==> src/rtl/bitscan_pkg.sv <==
package bitscan_pkg;

  typedef enum logic [1:0] {
    OP_FWD = 2'b00,
    OP_REV = 2'b01,
    OP_CNT = 2'b10,
    OP_BAD = 2'b11
  } bs_op_e;

  localparam int FLAG_N = 6;
  localparam int FL_CF  = 0;
  localparam int FL_PF  = 1;
  localparam int FL_AF  = 2;
  localparam int FL_ZF  = 3;
  localparam int FL_SF  = 4;
  localparam int FL_OF  = 5;

endpackage

==> src/rtl/bitscan_prio.sv <==
module bitscan_prio #(
  parameter int W = 16,
  localparam int IW = $clog2(W)
) (
  input  logic [W-1:0]  src,
  input  logic          rev,
  output logic          hit,
  output logic [IW-1:0] pos
);

  assign hit = |src;

  // The last assignment in each loop is the one that wins: walking upward
  // keeps the highest index, walking downward keeps the lowest.
  always_comb begin
    pos = '0;
    if (rev) begin
      for (int i = 0; i < W; i++)
        if (src[i]) pos = IW'(i);
    end else begin
      for (int i = W - 1; i >= 0; i--)
        if (src[i]) pos = IW'(i);
    end
  end

endmodule

==> src/rtl/bitscan_popcnt.sv <==
module bitscan_popcnt #(
  parameter int W = 16,
  localparam int CW = $clog2(W + 1)
) (
  input  logic [W-1:0]  src,
  output logic [CW-1:0] cnt
);

  always_comb begin
    cnt = '0;
    for (int i = 0; i < W; i++)
      cnt = cnt + CW'(src[i]);
  end

endmodule

==> src/rtl/bitscan_iter.sv <==
module bitscan_iter
  import bitscan_pkg::*;
#(
  parameter int W = 16,
  localparam int IW = $clog2(W),
  localparam int CW = $clog2(W + 1)
) (
  input  logic          clk,
  input  logic          rst_n,
  input  logic          start,
  input  bs_op_e        op,
  input  logic [W-1:0]  src,
  output logic          busy,
  output logic          last,
  output bs_op_e        op_out,
  output logic          found,
  output logic [CW-1:0] value
);

  logic          busy_q;
  logic [IW-1:0] idx_q;
  logic [W-1:0]  src_q;
  bs_op_e        op_q;
  logic          found_q;
  logic [IW-1:0] pos_q;
  logic [CW-1:0] cnt_q;

  logic          bit_now;
  logic [IW-1:0] pos_n;
  logic [CW-1:0] cnt_n;

  assign bit_now = src_q[idx_q];
  assign cnt_n   = cnt_q + CW'(bit_now);
  assign found   = found_q | bit_now;
  assign last    = busy_q && (idx_q == IW'(W - 1));
  assign busy    = busy_q;
  assign op_out  = op_q;

  // Reverse scan keeps overwriting with later hits; forward keeps the first.
  always_comb begin
    pos_n = pos_q;
    if (bit_now && (op_q == OP_REV || !found_q))
      pos_n = idx_q;
  end

  assign value = (op_q == OP_CNT) ? cnt_n : CW'(pos_n);

  always_ff @(posedge clk or negedge rst_n) begin
    if (!rst_n) begin
      busy_q  <= 1'b0;
      idx_q   <= '0;
      src_q   <= '0;
      op_q    <= OP_FWD;
      found_q <= 1'b0;
      pos_q   <= '0;
      cnt_q   <= '0;
    end else if (start && !busy_q) begin
      busy_q  <= 1'b1;
      idx_q   <= '0;
      src_q   <= src;
      op_q    <= op;
      found_q <= 1'b0;
      pos_q   <= '0;
      cnt_q   <= '0;
    end else if (busy_q) begin
      found_q <= found;
      pos_q   <= pos_n;
      cnt_q   <= cnt_n;
      idx_q   <= idx_q + 1'b1;
      if (last) busy_q <= 1'b0;
    end
  end

endmodule

==> src/rtl/bitscan_flags.sv <==
module bitscan_flags
  import bitscan_pkg::*;
#(
  parameter int W = 16,
  localparam int CW = $clog2(W + 1),
  localparam int PB = (W < 8) ? W : 8
) (
  input  bs_op_e             op,
  input  logic               found,
  input  logic [CW-1:0]      value,
  output logic [W-1:0]       data,
  output logic               wr,
  output logic [FLAG_N-1:0]  flags,
  output logic               illegal
);

  always_comb begin
    data    = '0;
    wr      = 1'b0;
    flags   = '0;
    illegal = 1'b0;
    case (op)
      OP_FWD, OP_REV: begin
        if (found) begin
          data         = W'(value);
          wr           = 1'b1;
          flags[FL_PF] = ~^data[PB-1:0];
          flags[FL_SF] = data[W-1];
        end else begin
          flags[FL_ZF] = 1'b1;
        end
      end
      OP_CNT: begin
        data         = W'(value);
        wr           = 1'b1;
        flags[FL_ZF] = (value == '0);
      end
      default: illegal = 1'b1;
    endcase
  end

endmodule

==> src/rtl/bitscan_unit.sv <==
module bitscan_unit
  import bitscan_pkg::*;
#(
  parameter int W         = 16,
  parameter bit ITERATIVE = 1'b0,
  localparam int IW = $clog2(W),
  localparam int CW = $clog2(W + 1)
) (
  input  logic              clk,
  input  logic              rst_n,
  input  logic              in_valid,
  output logic              in_ready,
  input  logic [1:0]        in_op,
  input  logic [W-1:0]      in_src,
  output logic              done,
  output logic [W-1:0]      res_data,
  output logic              res_wr,
  output logic [FLAG_N-1:0] res_flags,
  output logic              res_illegal
);

  bs_op_e        op_in;
  logic          load;
  bs_op_e        raw_op;
  logic          raw_found;
  logic [CW-1:0] raw_value;

  assign op_in = bs_op_e'(in_op);

  generate
    if (ITERATIVE) begin : g_serial
      logic busy;

      bitscan_iter #(.W(W)) u_iter (
        .clk    (clk),
        .rst_n  (rst_n),
        .start  (in_valid && !busy),
        .op     (op_in),
        .src    (in_src),
        .busy   (busy),
        .last   (load),
        .op_out (raw_op),
        .found  (raw_found),
        .value  (raw_value)
      );

      assign in_ready = !busy;

      AST_SERIAL_DONE_IDLE: assert property (@(posedge clk) disable iff (!rst_n)
        done |-> in_ready);
    end else begin : g_parallel
      logic          sc_hit;
      logic [IW-1:0] sc_pos;
      logic [CW-1:0] pc_cnt;
      logic          acc;

      bitscan_prio #(.W(W)) u_prio (
        .src (in_src),
        .rev (op_in == OP_REV),
        .hit (sc_hit),
        .pos (sc_pos)
      );

      bitscan_popcnt #(.W(W)) u_popcnt (
        .src (in_src),
        .cnt (pc_cnt)
      );

      assign in_ready  = 1'b1;
      assign acc       = in_valid && in_ready;
      assign load      = acc;
      assign raw_op    = op_in;
      assign raw_found = sc_hit;
      assign raw_value = (op_in == OP_CNT) ? pc_cnt : CW'(sc_pos);

      AST_DONE_FOLLOWS_ACCEPT: assert property (@(posedge clk) disable iff (!rst_n)
        acc |=> done);
      AST_DONE_HAS_CAUSE: assert property (@(posedge clk) disable iff (!rst_n)
        done |-> $past(acc));
    end
  endgenerate

  logic [W-1:0]      f_data;
  logic              f_wr;
  logic [FLAG_N-1:0] f_flags;
  logic              f_ill;

  bitscan_flags #(.W(W)) u_flags (
    .op      (raw_op),
    .found   (raw_found),
    .value   (raw_value),
    .data    (f_data),
    .wr      (f_wr),
    .flags   (f_flags),
    .illegal (f_ill)
  );

  always_ff @(posedge clk or negedge rst_n) begin
    if (!rst_n) begin
      done        <= 1'b0;
      res_data    <= '0;
      res_wr      <= 1'b0;
      res_flags   <= '0;
      res_illegal <= 1'b0;
    end else begin
      done <= load;
      if (load) begin
        res_data    <= f_data;
        res_wr      <= f_wr;
        res_flags   <= f_flags;
        res_illegal <= f_ill;
      end
    end
  end

  AST_ILLEGAL_NO_WRITE: assert property (@(posedge clk) disable iff (!rst_n)
    (done && res_illegal) |-> !res_wr);
  AST_SKIP_ONLY_ZF: assert property (@(posedge clk) disable iff (!rst_n)
    (done && !res_wr && !res_illegal) |-> (res_flags == FLAG_N'(1 << FL_ZF)));
  AST_NONZERO_CLEARS_ZF: assert property (@(posedge clk) disable iff (!rst_n)
    (done && res_wr && res_data != '0) |-> !res_flags[FL_ZF]);
  AST_FIXED_FLAGS_ZERO: assert property (@(posedge clk) disable iff (!rst_n)
    done |-> (!res_flags[FL_CF] && !res_flags[FL_AF] && !res_flags[FL_OF] && !res_flags[FL_SF]));
  AST_RESULT_RANGE: assert property (@(posedge clk) disable iff (!rst_n)
    (done && res_wr) |-> (res_data <= W'(W)));
  AST_HOLD_BETWEEN: assert property (@(posedge clk) disable iff (!rst_n)
    !done |-> ($stable(res_data) && $stable(res_wr) && $stable(res_flags) && $stable(res_illegal)));

endmodule

==> config.mk <==
export PLATFORM = sky130hd
export DESIGN_NAME = bitscan_unit
export DESIGN_NICKNAME = d
export VERILOG_FILES = /design/src/rtl/bitscan_pkg.sv /design/src/rtl/bitscan_prio.sv /design/src/rtl/bitscan_popcnt.sv /design/src/rtl/bitscan_iter.sv /design/src/rtl/bitscan_flags.sv /design/src/rtl/bitscan_unit.sv
export SDC_FILE = /design/constraint.sdc
export NUM_CORES = 1
export LEC_CHECK = 0
export ABC_AREA = 1
export BUFFER_PORTS_ARGS = -buffer_cell sky130_fd_sc_hd__buf_2
export CORE_UTILIZATION = 50
export CTS_CLUSTER_SIZE = 16
export DETAILED_ROUTE_END_ITERATION = 8
export GPL_ROUTABILITY_DRIVEN = 0
export PLACE_DENSITY = 0.75
export SETUP_SLACK_MARGIN = 0.3
export SYNTH_ARGS = -nofsm -noshare
export SYNTH_HDL_FRONTEND = slang
export SYNTH_HIERARCHICAL = 1
export SYNTH_SLANG_ARGS = --single-unit
==> constraint.sdc <==
create_clock -name clk -period 0.8 [get_ports clk]
set_input_delay 0.04 -clock clk [delete_from_list [all_inputs] [get_ports clk]]
set_output_delay 0.04 -clock clk [all_outputs]
set_load 0.01 [all_outputs]
After elaboration in Yosys (flattened, before gate mapping)

Cells that the tools add are included.

Bits in registers: 21
Input bits: 21

$add $sub $neg: 15
Equal/unequal tests: 2
Multiplexer cells: 42
Reduce and logical (&&, ||, !) cells: 6

Operators by type and width:

| operator             | number |
|---|---|
| $mux W4              | 25 |
| $add A5 B1 Y5        | 14 |
| $pmux W16 S2         | 1 |
| $reduce_or A16 Y1    | 1 |
| $mux W3              | 4 |
| $mux W5              | 2 |
| $reduce_xnor A8 Y1   | 1 |
| $mux W1              | 6 |
| $logic_not A5 Y1     | 1 |
| $mux W2              | 2 |
| $pmux W1 S2          | 2 |
| $reduce_or A3 Y1     | 1 |
| $add A1 B1 Y2        | 1 |
| $eq A2 B1 Y1 const B | 1 |
| $eq A2 B2 Y1 const B | 1 |
| $logic_not A2 Y1     | 1 |
| $reduce_or A2 Y1     | 1 |

Longest topological paths before layout

Depth in word-level cells: 21
Depth in mapped cells: 28
Depth with buffers taken out: 28

Hierarchy

Netlist, hierarchy kept.

Modules (own cells, without submodules):

| module         | times used | cells an instance | area an instance (um^2) | sequential area each (um^2) |
|---|---|---|---|---|
| bitscan_unit   | 1          | 121               | 1071.0                  | 625.6 |
| bitscan_popcnt | 1          | 56                | 429.2                   | 0.0 |
| bitscan_prio   | 1          | 82                | 324.1                   | 0.0 |
| bitscan_flags  | 1          | 47                | 282.8                   | 0.0 |

Worst setup path after synthesis

OpenSTA, ideal clock, no wires.

Path kind: input to register
From: input port in_src[0]
To: register res_flags[1]
Library setup time: 0.133 ns
Arrival time: 3.662 ns
Setup slack: -2.995 ns
Cell stages on the path: 20
Path buffers: 0
Path through: inv_1 -> fa_1 -> fa_1 -> fa_1 -> fa_1 -> inv_1 -> ha_1 -> inv_1 -> fa_1 -> xnor2_1 -> nand3_1 -> nand2_1 -> inv_1 -> ha_1 -> inv_1 -> nand2_1 -> a21oi_1 -> nor2_1 -> nand2_1 -> o21ai_0

Word-level cells in the longest chain between the ends: 19
Elaborated cells on any way between the ends: 22
Classes of those cells: add/sub: 15; mux: 5; reduce/logical: 2

RTL lines:

| item                        | RTL line             | source |
|---|---|---|
| from (decl)                 | bitscan_unit.sv:14   | `input logic [W-1:0] in_src,` |
| $add A1 B1 Y2               | bitscan_popcnt.sv:12 | `cnt = cnt + CW'(src[i]);` |
| $add A5 B1 Y5 (14 in a row) | bitscan_popcnt.sv:12 |  |
| via g_parallel.pc_cnt[2]    | bitscan_unit.sv:54   | `logic [CW-1:0] pc_cnt;` |
| $mux W5                     | bitscan_unit.sv:74   | `assign raw_value = (op_in == OP_CNT) ? pc_cnt : CW'(sc_pos);` |
| via raw_value[2]            | bitscan_unit.sv:26   | `logic [CW-1:0] raw_value;` |
| $reduce_xnor A8 Y1          | bitscan_flags.sv:27  | `flags[FL_PF] = ~^data[PB-1:0];` |
| $mux W1                     | bitscan_flags.sv:24  | `if (found) begin` |
| $mux W1                     | bitscan_flags.sv:22  | `case (op)` |
| via f_flags[1]              | bitscan_unit.sv:85   | `logic [FLAG_N-1:0] f_flags;` |
| to (signal assigned)        | bitscan_unit.sv:110  | `res_flags <= f_flags;` |
| to (decl)                   | bitscan_unit.sv:18   | `output logic [FLAG_N-1:0] res_flags,` |

The timed path passes the listed nets, and every way through them passes these cells.
A chain may end at the register's enable or synchronous reset.

Final worst setup path

From: input port in_src[15]
To: register res_flags[1]

Elaborated cells on any way between the ends: 24
Classes of those cells: add/sub: 1; mux: 21; reduce/logical: 2

RTL lines:

| item                     | RTL line |
|---|---|
| $add A5 B1 Y5            | bitscan_popcnt.sv:12 |
| via g_parallel.pc_cnt[2] | bitscan_unit.sv:54 |
| $mux W5                  | bitscan_unit.sv:74 |
| via raw_value[2]         | bitscan_unit.sv:26 |
| $reduce_xnor A8 Y1       | bitscan_flags.sv:27 |
| $mux W1                  | bitscan_flags.sv:24 |
| $mux W1                  | bitscan_flags.sv:22 |
| via f_flags[1]           | bitscan_unit.sv:85 |

The timed path passes the listed nets, and every way through them passes these cells.

==> results.py <==
metrics = {
    "setup_path": {
        "worstPathMaxFanout": 2,
        "crit_start": "in_src[15]",
        "r2r_cells": 4,
        "cp_top_family": "adder cells",
        "crit_path_end_kind": "flip-flop",
        "crit_path_start_kind": "input pin",
        "critPathRequiredTime_ns": 0.95,
        "crit_chain": "buf_8 > inv_8 > fa_1 > fa_1 > fa_1 > fa_1 > inv_2 > ha_4 > inv_2 > fa_2 > xnor2_2 > nand3_1 > nand2_1 > inv_2 > ha_4 > inv_2 > nand2_2 > nand3_2 > nand2_2 > nor2_2 > nand2_1 > o21ai_1",
        "arrival_ns": 3.78,
        "reg2reg_from": "res_data[7]$_DFFE_PN0P_",
        "cpPeakStageDelay_ns": 0.55,
        "path_class": "in2reg",
        "rrSetupSlack_ns": -0.01,
        "path_buf_inv": 6,
        "cp_slowest_cell": "fa_1",
        "reg2reg_to": "res_data[7]$_DFFE_PN0P_",
    },
    "drt": {
        "drt_wl_total_um": 4520,
        "dr.pass1.iters": 4,
        "drc_errors": 0,
        "antenna_left": 0,
        "avgRoutedWirePerCell_um": 10.1,
        "drt_iter0_markers": 108,
        "viasPerCell": 4.40,
        "via_count": 1969,
    },
    "floorplanning": {
        "die_w_um": 66.9,
        "die_h_um": 66.9,
        "core_area_mm2": 0.00403,
        "initial_utilization_pct": 52.3,
        "num_rows": 23,
        "design.die.area_mm2": 0.00448,
        "ios": 47,
    },
    "clocking": {
        "cts_tree": "done",
        "cts.sinks": 25,
        "numCtsBuffers": 3,
        "cts_max_level": 1,
        "cts_root_buf": "clkbuf_8",
        "cts_buffer_depth": 2,
        "path_clk_slew_ns": 0.08,
        "clk_latency_ns": 0.26,
    },
    "global_routing": {
        "grt_pass1_wl_um": 7250,
        "overflow": 0,
        "grt_pass1_vias": 1760,
        "grt_start_max_net_pins": 50,
        "antenna_found_initial": 0,
        "groute.usage.overall_pct": 21.4,
    },
    "timing": {
        "setup_slack_ns": -2.83,
        "whs_ns": 0.122,
        "rsz0062_at_grt": "true",
        "post-route-period-util_pct": 454,
        "finalMaxSlewViolations": 0,
        "hold_viol": 0,
        "fin_crit_ns": 3.63,
        "setup_tns_ns": -18.24,
        "setup_viol": 33,
        "finClkSkew_ns": 0,
        "fmax_mhz": 275,
    },
    "synth": {
        "synthXorXnorAreaFrac_pct": 0.416,
        "synth_top_family_by_area": "simple AND/OR/NAND/NOR gates",
        "avgSynthCellArea_um2": 6.89,
        "synth_compound_area_share_pct": 9.03,
        "synth_area_mm2": 0.00211,
        "ys_seq_area_share_pct": 29.7,
        "synth_fa_ha_area_share_pct": 13.7,
        "synth_simple_gate_area_share_pct": 24.2,
        "ys_types": 25,
        "muxShareOfSynthArea_pct": 0,
        "netlist_instances": 306,
        "ys_ff_latch": 25,
        "yosys_warnings": 6,
    },
    "min_path": {
        "hold_start": "in_valid",
        "holdPathStages": 2,
        "whs_endpoint": "done$_DFF_PN0_",
        "min_path_type": "in2reg",
    },
    "layout": {
        "final_nets": 437,
        "fill_cells": 312,
        "register_area_um2": 626,
        "final_cell_mix": "83 x nand2_1, 58 x inv_1, 38 x buf_4",
        "final_util_pct": 74.4,
        "drive_above_1_share_pct": 39.9,
        "syn2layout_area_growth_pct": 42.2,
        "multi_input_area_mm2": 0.00122,
        "final_common_cell": "nand2_1",
        "antenna_cells": 0,
    },
    "outcome": {
        "violations": "negative setup slack",
        "status": "finished with violations",
    },
    "place": {
        "portBuffers": 45,
        "hpwlAfterDp_um": 3410,
    },
    "power": {
        "ir_drop_mv": 1.95,
        "powerDensity_mw_per_mm2": 1900,
        "leakage_nw": 1.71,
    },
    "job": {
        "drv_cap": 0,
    },
}
flip-flops by register name, indices dropped and copies added, names as in the netlist:
signal / count
done: 1
res_data: 16
res_flags: 6
res_illegal: 1
res_wr: 1
cells by family after synthesis:
| logic type | Yosys count |
|---|---|
| simple gates | 125 |
| buf+inv | 103 |
| compound gates | 33 |
| flops | 25 |
| fa+ha+maj | 17 |
| other cells | 2 |
| xor+xnor | 1 |
cell usage after synthesis, drive strengths merged:
cell type	n	area share (%)
clkbuf	1	0.18
nand2	92	17
a21oi	3	0.71
fa	10	9.5
o21ai	25	6.7
o21bai	1	0.36
conb	2	0.36
nor2	24	4.9
o22ai	1	0.30
ha	7	4.2
nand3	8	1.9
dfrtp	25	30
o31ai	2	0.71
a31oi	1	0.30
inv	82	15
nand4	1	0.30
buf	20	7.9
xnor2	1	0.42
where the power goes:
group / switching (W) / internal [W]
Clock: 0.000374 / 0.000355
Combinational: 0.00171 / 0.00174
Sequential: 0.0000928 / 0.00142
Total: 0.00217 / 0.00352
worst register-to-register path: cells and delay by family, from the launching register on:
kind                   cells  cell delay, ns
AOI/OAI and AO/OA          1            0.05
buffers and inverters      3            0.26
DFF                        1            0.40
how the worst max path moves through the flow:
stage	end	slack (ns)	cells past startpoint
2_1_floorplan	res_flags[1]$_DFFE_PN0P_	-2.86	20
3_3_place_gp	res_flags[1]$_DFFE_PN0P_	-3.05	21
3_5_place_dp	res_flags[1]$_DFFE_PN0P_	-3.16	22
4_1_cts	res_flags[1]$_DFFE_PN0P_	-2.80	22
5_1_grt	res_flags[1]$_DFFE_PN0P_	-2.98	22
6_report	res_flags[1]$_DFFE_PN0P_	-2.83	22
layer usage:
metal | part of all wire, % | up-vias | GRT usage [%]
li1 | - | 1042 | -
met1 | 43 | 886 | 25.1
met2 | 54 | 37 | 41.0
met3 | 2.5 | 4 | 2.05
met4 | 0.69 | 0 | 4.79
met5 | 0 | - | 0
timing repair:
item / CTS / global route
endpoints found under the hold margin: 25 / 0
endpoints found under the setup margin: 49 / 49
buffers inserted: 9 / 6
hold buffers: 1 / 0
pin swaps: 23 / 7
resized for setup: 30 / 20
area by class of cell:
cell class	count	share of cell area, %
Tap cell	50	2.09
Sequential cell	25	20.9
Clock buffer	4	1.50
Inverter	82	10.6
Multi-Input combinational cell	192	40.6
Timing Repair Buffer	95	24.3
stage by stage:
step                      total power [W]  std cells  worst slack (ns)  area, µm²
after floorplan                   0.00343        320             -2.86       2270
after global placement            0.00418        428             -3.05       2670
after detailed placement          0.00429        428             -3.16       2670
after CTS                         0.00527        442             -2.80       2870
after global routing              0.00621        448             -2.98       3000
final                             0.00569        448             -2.83       3000
Note: power is estimated with default switching activity, not from simulation.
